==> src/rtl/clockcal_pkg.sv <==
package clockcal_pkg;
  localparam logic [6:0] IX_SEC    = 7'h00;
  localparam logic [6:0] IX_ASEC   = 7'h01;
  localparam logic [6:0] IX_MIN    = 7'h02;
  localparam logic [6:0] IX_AMIN   = 7'h03;
  localparam logic [6:0] IX_HR     = 7'h04;
  localparam logic [6:0] IX_AHR    = 7'h05;
  localparam logic [6:0] IX_DOW    = 7'h06;
  localparam logic [6:0] IX_DATE   = 7'h07;
  localparam logic [6:0] IX_MON    = 7'h08;
  localparam logic [6:0] IX_YR     = 7'h09;
  localparam logic [6:0] IX_CTLA   = 7'h0A;
  localparam logic [6:0] IX_CTLB   = 7'h0B;
  localparam logic [6:0] IX_FLAGS  = 7'h0C;
  localparam logic [6:0] IX_VALID  = 7'h0D;
  localparam int         RAM_BASE  = 14;

  // strobes from control to datapath
  typedef struct packed {
    logic wrIndex;
    logic wrReg;
    logic rdReg;
    logic secTick;
    logic perTick;
  } ccStrobe_t;

  function automatic logic [7:0] toBcd(input logic [7:0] v);
    logic [7:0] t, o;
    t = v / 8'd10;
    o = v % 8'd10;
    return {t[3:0], o[3:0]};
  endfunction

  function automatic logic [7:0] fromBcd(input logic [7:0] b);
    return {4'd0, b[7:4]} * 8'd10 + {4'd0, b[3:0]};
  endfunction

  function automatic logic [7:0] monthDays(input logic [7:0] mon, input logic [7:0] yr);
    case (mon)
      8'd4, 8'd6, 8'd9, 8'd11: return 8'd30;
      8'd2:                    return (yr[1:0] == 2'b00) ? 8'd29 : 8'd28;
      default:                 return 8'd31;
    endcase
  endfunction
endpackage

==> src/rtl/clockcal_ctrl.sv <==
module clockcal_ctrl
  import clockcal_pkg::*;
#(
  parameter int DIV_BITS = 15
) (
  input  logic       clk,
  input  logic       rstN,
  input  logic       baseTick,
  input  logic       busWr,
  input  logic       busRd,
  input  logic       portSel,
  input  logic [3:0] rateSel,
  output ccStrobe_t  st
);
  localparam logic [DIV_BITS-1:0] ONE = DIV_BITS'(1);

  logic [DIV_BITS-1:0] divCnt, divNext, perMask;
  logic [31:0]         fullMask;

  assign divNext  = divCnt + ONE;
  assign fullMask = (32'd1 << (rateSel - 4'd1)) - 32'd1;
  assign perMask  = fullMask[DIV_BITS-1:0];

  always_ff @(posedge clk) begin
    if (!rstN)         divCnt <= '0;
    else if (baseTick) divCnt <= divNext;
  end

  always_comb begin
    st.wrIndex = busWr && !portSel;
    st.wrReg   = busWr && portSel;
    st.rdReg   = busRd && portSel;
    st.secTick = baseTick && (divNext == '0);
    st.perTick = baseTick && (rateSel != 4'd0) && ((divNext & perMask) == '0);
  end

  p_per_off_r7: assert property (@(posedge clk) disable iff (!rstN)
    (rateSel == 4'd0) |-> !st.perTick);
  p_sec_wrap_r5: assert property (@(posedge clk) disable iff (!rstN)
    st.secTick |=> (divCnt == '0));
endmodule

==> src/rtl/clockcal_datapath.sv <==
module clockcal_datapath
  import clockcal_pkg::*;
#(
  parameter int RAM_BYTES = 50
) (
  input  logic       clk,
  input  logic       rstN,
  input  ccStrobe_t  st,
  input  logic       portSel,
  input  logic [7:0] wData,
  output logic [7:0] rData,
  output logic [3:0] rateSel,
  output logic       nmiMask,
  output logic       irqOut
);
  localparam int         RAM_AW = (RAM_BYTES > 1) ? $clog2(RAM_BYTES) : 1;
  localparam logic [6:0] RAM_LO = 7'(RAM_BASE);
  localparam logic [6:0] RAM_HI = 7'(RAM_BASE + RAM_BYTES - 1);

  logic [6:0] index;
  logic [7:0] sec, min, hr, dow, date, mon, yr, aSec, aMin, aHr, ctlA, ctlB;
  logic [7:0] nSec, nMin, nHr, nDow, nDate, nMon, nYr, wVal, dataVal;
  logic       pf, af, uf, clrFlags, alarmHit, binMode, inRam;
  logic [6:0] ramOff;
  logic [7:0] ram [RAM_BYTES];

  assign binMode  = ctlB[2];
  assign rateSel  = ctlA[3:0];
  assign wVal     = binMode ? wData : fromBcd(wData);
  assign clrFlags = st.rdReg && (index == IX_FLAGS);
  assign irqOut   = (pf && ctlB[6]) || (af && ctlB[5]) || (uf && ctlB[4]);
  assign inRam    = (index >= RAM_LO) && (index <= RAM_HI);
  assign ramOff   = index - RAM_LO;

  // next-second carry chain
  always_comb begin
    nSec = sec; nMin = min; nHr = hr; nDow = dow; nDate = date; nMon = mon; nYr = yr;
    if (sec >= 8'd59) begin
      nSec = 8'd0;
      if (min >= 8'd59) begin
        nMin = 8'd0;
        if (hr >= 8'd23) begin
          nHr  = 8'd0;
          nDow = (dow >= 8'd7) ? 8'd1 : dow + 8'd1;
          if (date >= monthDays(mon, yr)) begin
            nDate = 8'd1;
            if (mon >= 8'd12) begin
              nMon = 8'd1;
              nYr  = (yr >= 8'd99) ? 8'd0 : yr + 8'd1;
            end else nMon = mon + 8'd1;
          end else nDate = date + 8'd1;
        end else nHr = hr + 8'd1;
      end else nMin = min + 8'd1;
    end else nSec = sec + 8'd1;
    alarmHit = st.secTick && (nSec == aSec) && (nMin == aMin) && (nHr == aHr);
  end

  always_ff @(posedge clk) begin
    if (!rstN) begin
      index <= '0; nmiMask <= 1'b1;
      sec <= 8'd0; min <= 8'd0; hr <= 8'd0; dow <= 8'd1; date <= 8'd1; mon <= 8'd1; yr <= 8'd0;
      aSec <= 8'd0; aMin <= 8'd0; aHr <= 8'd0; ctlA <= 8'd0; ctlB <= 8'd0;
      pf <= 1'b0; af <= 1'b0; uf <= 1'b0;
    end else begin
      if (st.wrIndex) begin
        nmiMask <= wData[7];
        index   <= wData[6:0];
      end
      if (st.secTick) begin
        sec <= nSec; min <= nMin; hr <= nHr; dow <= nDow; date <= nDate; mon <= nMon; yr <= nYr;
      end
      if (st.wrReg) begin
        case (index)
          IX_SEC:  sec  <= wVal;
          IX_ASEC: aSec <= wVal;
          IX_MIN:  min  <= wVal;
          IX_AMIN: aMin <= wVal;
          IX_HR:   hr   <= wVal;
          IX_AHR:  aHr  <= wVal;
          IX_DOW:  dow  <= wVal;
          IX_DATE: date <= wVal;
          IX_MON:  mon  <= wVal;
          IX_YR:   yr   <= wVal;
          IX_CTLA: ctlA <= wData;
          IX_CTLB: ctlB <= wData;
          default: ;
        endcase
      end
      pf <= (pf && !clrFlags) || st.perTick;
      af <= (af && !clrFlags) || alarmHit;
      uf <= (uf && !clrFlags) || st.secTick;
    end
  end

  always_ff @(posedge clk) begin
    if (!rstN) begin
      for (int i = 0; i < RAM_BYTES; i++) ram[i] <= 8'd0;
    end else if (st.wrReg && inRam) begin
      ram[ramOff[RAM_AW-1:0]] <= wData;
    end
  end

  always_comb begin
    case (index)
      IX_SEC:   dataVal = binMode ? sec  : toBcd(sec);
      IX_ASEC:  dataVal = binMode ? aSec : toBcd(aSec);
      IX_MIN:   dataVal = binMode ? min  : toBcd(min);
      IX_AMIN:  dataVal = binMode ? aMin : toBcd(aMin);
      IX_HR:    dataVal = binMode ? hr   : toBcd(hr);
      IX_AHR:   dataVal = binMode ? aHr  : toBcd(aHr);
      IX_DOW:   dataVal = binMode ? dow  : toBcd(dow);
      IX_DATE:  dataVal = binMode ? date : toBcd(date);
      IX_MON:   dataVal = binMode ? mon  : toBcd(mon);
      IX_YR:    dataVal = binMode ? yr   : toBcd(yr);
      IX_CTLA:  dataVal = ctlA;
      IX_CTLB:  dataVal = ctlB;
      IX_FLAGS: dataVal = {irqOut, pf, af, uf, 4'd0};
      IX_VALID: dataVal = 8'h80;
      default:  dataVal = inRam ? ram[ramOff[RAM_AW-1:0]] : 8'hFF;
    endcase
    rData = portSel ? dataVal : {nmiMask, index};
  end

  p_nmi_r2: assert property (@(posedge clk) disable iff (!rstN)
    st.wrIndex |=> (nmiMask == $past(wData[7])));
  p_sec_step_r5: assert property (@(posedge clk) disable iff (!rstN)
    (st.secTick && !st.wrReg && sec < 8'd59) |=> (sec == $past(sec) + 8'd1));
  p_uf_set_r9: assert property (@(posedge clk) disable iff (!rstN)
    st.secTick |=> uf);
  p_clear_r11: assert property (@(posedge clk) disable iff (!rstN)
    (clrFlags && !st.perTick && !st.secTick) |=> (!pf && !af && !uf && !irqOut));
endmodule

==> src/rtl/clockcal_top.sv <==
module clockcal_top
  import clockcal_pkg::*;
#(
  parameter int DIV_BITS  = 15,
  parameter int RAM_BYTES = 50
) (
  input  logic       clk,
  input  logic       rstN,
  input  logic       baseTick,
  input  logic       busWr,
  input  logic       busRd,
  input  logic       portSel,
  input  logic [7:0] busWData,
  output logic [7:0] busRData,
  output logic       nmiMask,
  output logic       irqOut
);
  ccStrobe_t  st;
  logic [3:0] rateSel;

  clockcal_ctrl #(.DIV_BITS(DIV_BITS)) uCtrl (
    .clk(clk), .rstN(rstN), .baseTick(baseTick), .busWr(busWr), .busRd(busRd),
    .portSel(portSel), .rateSel(rateSel), .st(st)
  );

  clockcal_datapath #(.RAM_BYTES(RAM_BYTES)) uData (
    .clk(clk), .rstN(rstN), .st(st), .portSel(portSel), .wData(busWData),
    .rData(busRData), .rateSel(rateSel), .nmiMask(nmiMask), .irqOut(irqOut)
  );
endmodule

==> config.mk <==
export PLATFORM = sky130hd
export DESIGN_NAME = clockcal_top
export DESIGN_NICKNAME = d
export VERILOG_FILES = /design/src/rtl/clockcal_pkg.sv /design/src/rtl/clockcal_ctrl.sv /design/src/rtl/clockcal_datapath.sv /design/src/rtl/clockcal_top.sv
export SDC_FILE = /design/constraint.sdc
export NUM_CORES = 1
export LEC_CHECK = 0
export ABC_AREA = 0
export BUFFER_PORTS_ARGS = -buffer_cell sky130_fd_sc_hd__buf_2
export CAP_MARGIN = 15
export CORE_MARGIN = 1.5
export CORE_UTILIZATION = 56
export CTS_CLUSTER_DIAMETER = 40
export DETAILED_ROUTE_END_ITERATION = 16
export PLACE_DENSITY = 0.79
export SETUP_SLACK_MARGIN = 0.2
export SLEW_MARGIN = 20
export SYNTH_ARGS = -nofsm -noshare
export SYNTH_HDL_FRONTEND = slang
export SYNTH_SLANG_ARGS = --single-unit
==> constraint.sdc <==
create_clock -name clk -period 5.25 [get_ports clk]
set_input_delay 0.2625 -clock clk [delete_from_list [all_inputs] [get_ports clk]]
set_output_delay 0.2625 -clock clk [all_outputs]
set_load 0.05 [all_outputs]
# After elaboration in Yosys (flattened, before gate mapping)
# Memory sizes are Yosys's and may differ from the RTL's.
# Cells that the tools add are included.
# word_totals
word_cells,193
ff_bits,122
input_bits,14
n_memories,1
mem_bits_rw,400
# mem_list
name,words,word_bits,rd,rd_clocked_by_memory_dff,wr,line,text
uData.ram,50,8,1,0,50,clockcal_datapath.sv:25,logic [7:0] ram [RAM_BYTES];
# classes
reduce_logical,37
shift,1
order_cmp,9
div_mod_pow,20
mux,72
n_mul,1
bitwise_logic,1
n_addsub,12
eq_ne,21
# op_table
cell,n
8-bit 2-to-1 mux,63
8-bit one-hot mux with 14 select lines,1
"8-bit by 4-bit divider with 8-bit output, second input constant",10
"8-bit by 4-bit modulo with 8-bit output, second input constant",10
"8-bit by 1-bit adder with 8-bit output, second input constant",7
"7-bit by 4-bit equality test with 1-bit output, second input constant",6
15-bit zero test,2
"7-bit by 3-bit equality test with 1-bit output, second input constant",4
8-bit equality test,3
1-bit logical AND,18
"8-bit by 3-bit equality test with 1-bit output, second input constant",2
"8-bit by 4-bit equality test with 1-bit output, second input constant",2
"8-bit by 6-bit greater-or-equal comparator with 1-bit output, second input constant",2
8-bit one-hot mux with 2 select lines,1
"15-bit by 1-bit adder with 15-bit output, second input constant",1
15-bit bitwise AND,1
"1-bit by 4-bit << shifter with 15-bit output, first input constant",1
"15-bit by 1-bit subtractor with 15-bit output, second input constant",1
"7-bit by 2-bit equality test with 1-bit output, second input constant",2
2-bit AND reduction,5
8-bit by 4-bit adder with 8-bit output,1
"8-bit by 2-bit equality test with 1-bit output, second input constant",1
"8-bit by 3-bit greater-or-equal comparator with 1-bit output, second input constant",1
"8-bit by 4-bit greater-or-equal comparator with 1-bit output, second input constant",1
other kinds (18),28

# Logic depth before layout (Yosys ltp)
# depth
depth_word,14
mapped_depth,18
depth_no_buf,16

# Hierarchy
# Synthesis repeated with hierarchy kept, for this count alone.
# hier_totals
hier_cells,3694
area_unflattened_um2,38281.7
# modules_own_cells
mod,area_each_um2,cells_per_inst,seq_area_each_um2,n_inst
clockcal_datapath,36749.0,3493,17516.8,1
clockcal_ctrl,1532.7,201,300.3,1

# Least setup slack after synthesis
# No wires, ideal clock.
# synth_timing
path_type,register to output
from,register uData.index[1]
to,output busRData[1]
n_path_buf,7
arrival_time_ps,4703
stages_incl_launch_ff,15
required_time_ps,4988
setup_slack_ps,285
cell_sequence,dfxtp_1 > clkbuf_1 > buf_1 > clkbuf_1 > clkbuf_1 > inv_1 > ha_1 > clkbuf_1 > buf_1 > clkbuf_1 > mux4_2 > a22oi_1 > nand3_1 > o21ai_0 > a31oi_1
# synth_via
elab_chain_cells,5
# synth_rtl
element,line,text
"start, declared",clockcal_datapath.sv:20,logic [6:0] index;
"start signal, assigned",clockcal_datapath.sv:67,index <= wData[6:0];
"6-bit by 4-bit subtractor with 6-bit output, or another cell as far along",clockcal_datapath.sv:33,assign ramOff = index - RAM_LO;
memory 50 x 8 bit or 1-bit logical AND (tied branches),-,
8-bit 2-to-1 mux,clockcal_datapath.sv:119,default: dataVal = inRam ? ram[ramOff[RAM_AW-1:0]] : 8'hFF;
8-bit one-hot mux with 14 select lines,clockcal_datapath.sv:104,case (index)
8-bit 2-to-1 mux *,clockcal_datapath.sv:121,"rData = portSel ? dataVal : {nmiMask, index};"
"end, declared",clockcal_top.sv:14,"output logic [7:0] busRData,"
# Every way passes the cells marked *; elsewhere a longest branch is shown, timed or not.

# Worst setup path in the final report
# layout_timing
from,register uData.aSec[6]
to,output busRData[2]
# layout_via
elab_chain_cells,4
# layout_rtl
element,line,text
"start, declared",clockcal_datapath.sv:21,"logic [7:0] sec, min, hr, dow, date, mon, yr, aSec, aMin, aHr, ctlA, ctlB;"
"start signal, assigned",clockcal_datapath.sv:75,IX_ASEC: aSec <= wVal;
8-bit by 4-bit modulo with 8-bit output,clockcal_pkg.sv:30,o = v % 8'd10;
8-bit 2-to-1 mux,clockcal_datapath.sv:106,IX_ASEC: dataVal = binMode ? aSec : toBcd(aSec);
8-bit one-hot mux with 14 select lines,clockcal_datapath.sv:104,
8-bit 2-to-1 mux,clockcal_datapath.sv:121,
# Every way passes these cells.

==> run_results.csv <==
group,metric,value,unit
cells_and_area,diodes,0,
drt,postRouteAntennaNets,0,
clocking,clk_latency,0.65,ns
synth,synth_cell_types,103,
clocking,cts_buffer_depth,3,
timing,max_freq,202,MHz
timing,worst_pin_slew,1.19,ns
clocking,clockRootBuffer,"clkbuf_16",
timing,timing.slew.headroom,18.9,%
global_routing,grt_pass1_vias,27390,
timing,setup_tns,0,ns
synth,syn-instance-count,3582,
setup_path,worstSetupEndpointType,"output pin",
synth,synth.yosys.seq_area_share,47.9,%
global_routing,grt.total_usage,31.3,%
timing,timing_hold_violations_final,0,
floorplanning,die_w,261,µm
global_routing,grt_start_max_net_pins,99,
synth,async_flop_share,0,%
clocking,cts_made_buffers,88,
cells_and_area,drive_above_1_share,13.8,%
power,ir_drop,0.000309,V
timing,fin_crit_sh,94.3,%
drt,dr.pass1.iters,8,
drt,vias_per_cell,6.72,
synth,synth_edf_count,512,
timing,rsz0062_at_grt,"yes",
power,switchingPower,3240,µW
clocking,cts_tree,"built",
synth,ys.flop_type,"edfxtp_1",
clocking,clk_pin_slew,0.06,ns
setup_path,arrival,4.69,ns
place,port_buffers,23,
cells_and_area,fin_cells,4415,
floorplanning,fp.dieH,261,µm
power,comb_power_share,8.4,%
global_routing,grt_pass1_wl,164000,µm
timing,fin_skew,0.0230,ns
setup_path,critPathBufInv,2,
power,power_density,319,nW/µm²
floorplanning,core,65700,µm²
floorplanning,num_rows,94,
cells_and_area,nets,3541,
setup_path,start_kind,"flip-flop",
setup_path,path_delay_family,"compound AO/OA/AOI/OAI gates",
place,place_congestion,1.04,
global_routing,antenna_found_initial,1,
cells_and_area,final_cell_mix,"edfxtp_1, nor2_1, and2_1",
synth,syn_avg_cell_area,10.4,µm²
setup_path,critPathKind,"flip-flop to output pin",
synth,ys_warn_count,0,
drt,route.detailed.drc,0,
run_status,status,"finished clean",
drt,avgRoutedWirePerCell,24.4,µm
synth,syn-cell-area,37200,µm²
power,clkPwrFrac,48.8,%
power,seqPwrFrac,42.8,%
timing,min_period,4.95,ns
run,drv_cap,0,
synth,yosys_register_bits,634,
floorplanning,die_area,67900,µm²
timing,finalSetupViolCount,0,
global_routing,overflow,0,
place,hpwl,68400,µm
floorplanning,start_util,56.5,%
drt,vias,29671,
clocking,clock_sinks,634,
hold_path,holdCritPathClass,"input port to flip-flop",
place,place_inst,4249,
setup_path,critPathMaxFanout,14,
setup_path,crit_path_max_incr_delay,0.51,ns
cells_and_area,final_common_cell,"edfxtp_1",
floorplanning,boundaryPins,24,
cells_and_area,syn_to_final_growth,10.9,%
setup_path,crit_required,4.99,ns
power,internal-power,9910,µW
setup_path,cpMaxStageDelayCell,"or4_1",
cells_and_area,nFillCells,5016,
clocking,htreeDepth,3,
timing,drv_slew,0,
power,p_sw_share,24.6,%
drt,drtIter0Drc,4356,
setup_path,crit_chain,"inv_1, ha_1, nor4bb_1, o21ai_0, a31oi_2, o21ai_0, a21oi_1, xnor2_1, ha_1, or4_1, o221ai_1, a32oi_1, o221ai_1, a211oi_1, a31oi_1, buf_2",
power,leakage,0.0137,µW
synth,synth_fp_nets,3645,
drt,wl,108000,µm
==> metrics by stage <==
step | instance area, µm² | hold slack (ns) | utilization (%) | total power (µW) | setup WS (ns)
floorplan | 37200 | 0.361 | - | 6370 | 0.285
global placement | 38000 | 0.443 | 57.8 | 6750 | 0.731
detailed placement | 38000 | 0.451 | 57.8 | 6780 | 0.702
CTS | 41200 | 0.0563 | 62.6 | 13100 | 0.204
global route | 41200 | 0.0812 | 62.7 | 13400 | 0.00606
finish | 41200 | 0.0641 | 62.7 | 13100 | 0.302
==> tightest hold or removal path: stages <==
cell     delay (ns)
buf_2          0.22
nand2_1        0.10
a21oi_1        0.06
==> Yosys cell counts, types with 22 or more instances <==
| cell | n | area, µm² |
|---|---|---|
| ha_1 | 47 | 588 |
| mux2i_1 | 72 | 721 |
| o22ai_1 | 48 | 300 |
| nand2b_1 | 48 | 300 |
| nor4_1 | 22 | 138 |
| nand2_1 | 250 | 938 |
| and2_1 | 273 | 1710 |
| a21oi_1 | 165 | 826 |
| clkbuf_1 | 267 | 1000 |
| nor2b_1 | 42 | 263 |
| dfxtp_1 | 122 | 2440 |
| o211ai_1 | 30 | 225 |
| mux4_2 | 137 | 3090 |
| edfxtp_1 | 512 | 15400 |
| o21ai_0 | 196 | 981 |
| nand3_1 | 99 | 495 |
| inv_1 | 65 | 244 |
| buf_1 | 24 | 90.1 |
| a31oi_1 | 49 | 307 |
| nor2_1 | 305 | 1140 |
| xnor2_1 | 61 | 534 |
| nand4_1 | 28 | 175 |
| xor2_1 | 30 | 263 |
| a211oi_1 | 55 | 413 |
| nor3_1 | 209 | 1050 |
| buf_2 | 35 | 175 |
==> final cells by class <==
class	instances	area (µm²)	share of cell area (%)
clock inverter	66	911	2.21
sequential	634	17800	43.2
tap	864	1080	2.62
timing repair buffer	133	997	2.42
clock buffer	97	2260	5.47
multi-input combinational	2550	17900	43.4
inverter	71	268	0.649
==> flip-flops by register name, summed over array words and instances (netlist names) <==
signal	cells
uData.ram	512
uCtrl.divCnt	15
uData.aHr	8
uData.aMin	8
uData.aSec	8
uData.ctlA	8
uData.ctlB	8
uData.date	8
uData.dow	8
uData.hr	8
uData.min	8
uData.mon	8
uData.sec	8
uData.yr	8
uData.index	7
uData.af	1
uData.nmiMask	1
uData.pf	1
uData.uf	1
==> power by group through the flow <==
stage / Combinational (µW) / Sequential [µW] / Clock (µW)
floorplan: 709 / 5670 / 0
global placement: 1040 / 5710 / 0
detailed placement: 1050 / 5720 / 0
CTS: 1060 / 5620 / 6440
global route: 1160 / 5630 / 6650
finish: 1110 / 5620 / 6420
==> metal layers <==
| metal | track usage [%] | part of all wire (%) | wire, µm |
|---|---|---|---|
| met1 | 40.9 | 38 | 40700 |
| met2 | 50.4 | 47 | 50800 |
| met3 | 6.02 | 9.9 | 10700 |
| met4 | 15.2 | 5.1 | 5480 |
| met5 | 0 | 0 | 0 |
==> path summary, 6_finish.rpt <==
path                         from              to  slack, ns  depth (start not counted)
setup reg to reg  uCtrl.divCnt[0]     uData.yr[1]       1.21                         11
hold reg to reg     uData.ctlB[0]   uData.ctlB[0]       0.46                          2
hold / removal        busWData[2]  uData.index[2]       0.06                          3
setup / recovery    uData.aSec[6]     busRData[2]       0.30                         16
==> repair_timing <==
| action | CTS | global route |
|---|---|---|
| gates cloned | 0 | 0 |
| resized for setup | 3 | 8 |
| endpoints found under the setup margin | 1 | 7 |
| buffers inserted | 0 | 2 |
| pin swaps | 1 | 1 |
| hold buffers | 1 | 0 |
| hold endpoints to repair | 2 | 0 |
==> logic make-up (layout without fill, tap and decap cells) <==
kind of cell             count (synthesis)  after routing  share of synthesized area [%]
AO/OA/AOI/OAI                          775            775                           13.7
XOR/XNOR                                91             91                           2.14
adder cells (fa/ha/maj)                 51             51                           1.74
buffers and inverters                  398            367                           4.15
flip-flops                             634            634                           47.9
multiplexers                           215            215                           10.4
AND/OR/NAND/NOR                       1418           1418                           19.9
(Power assumes the default switching activity.)
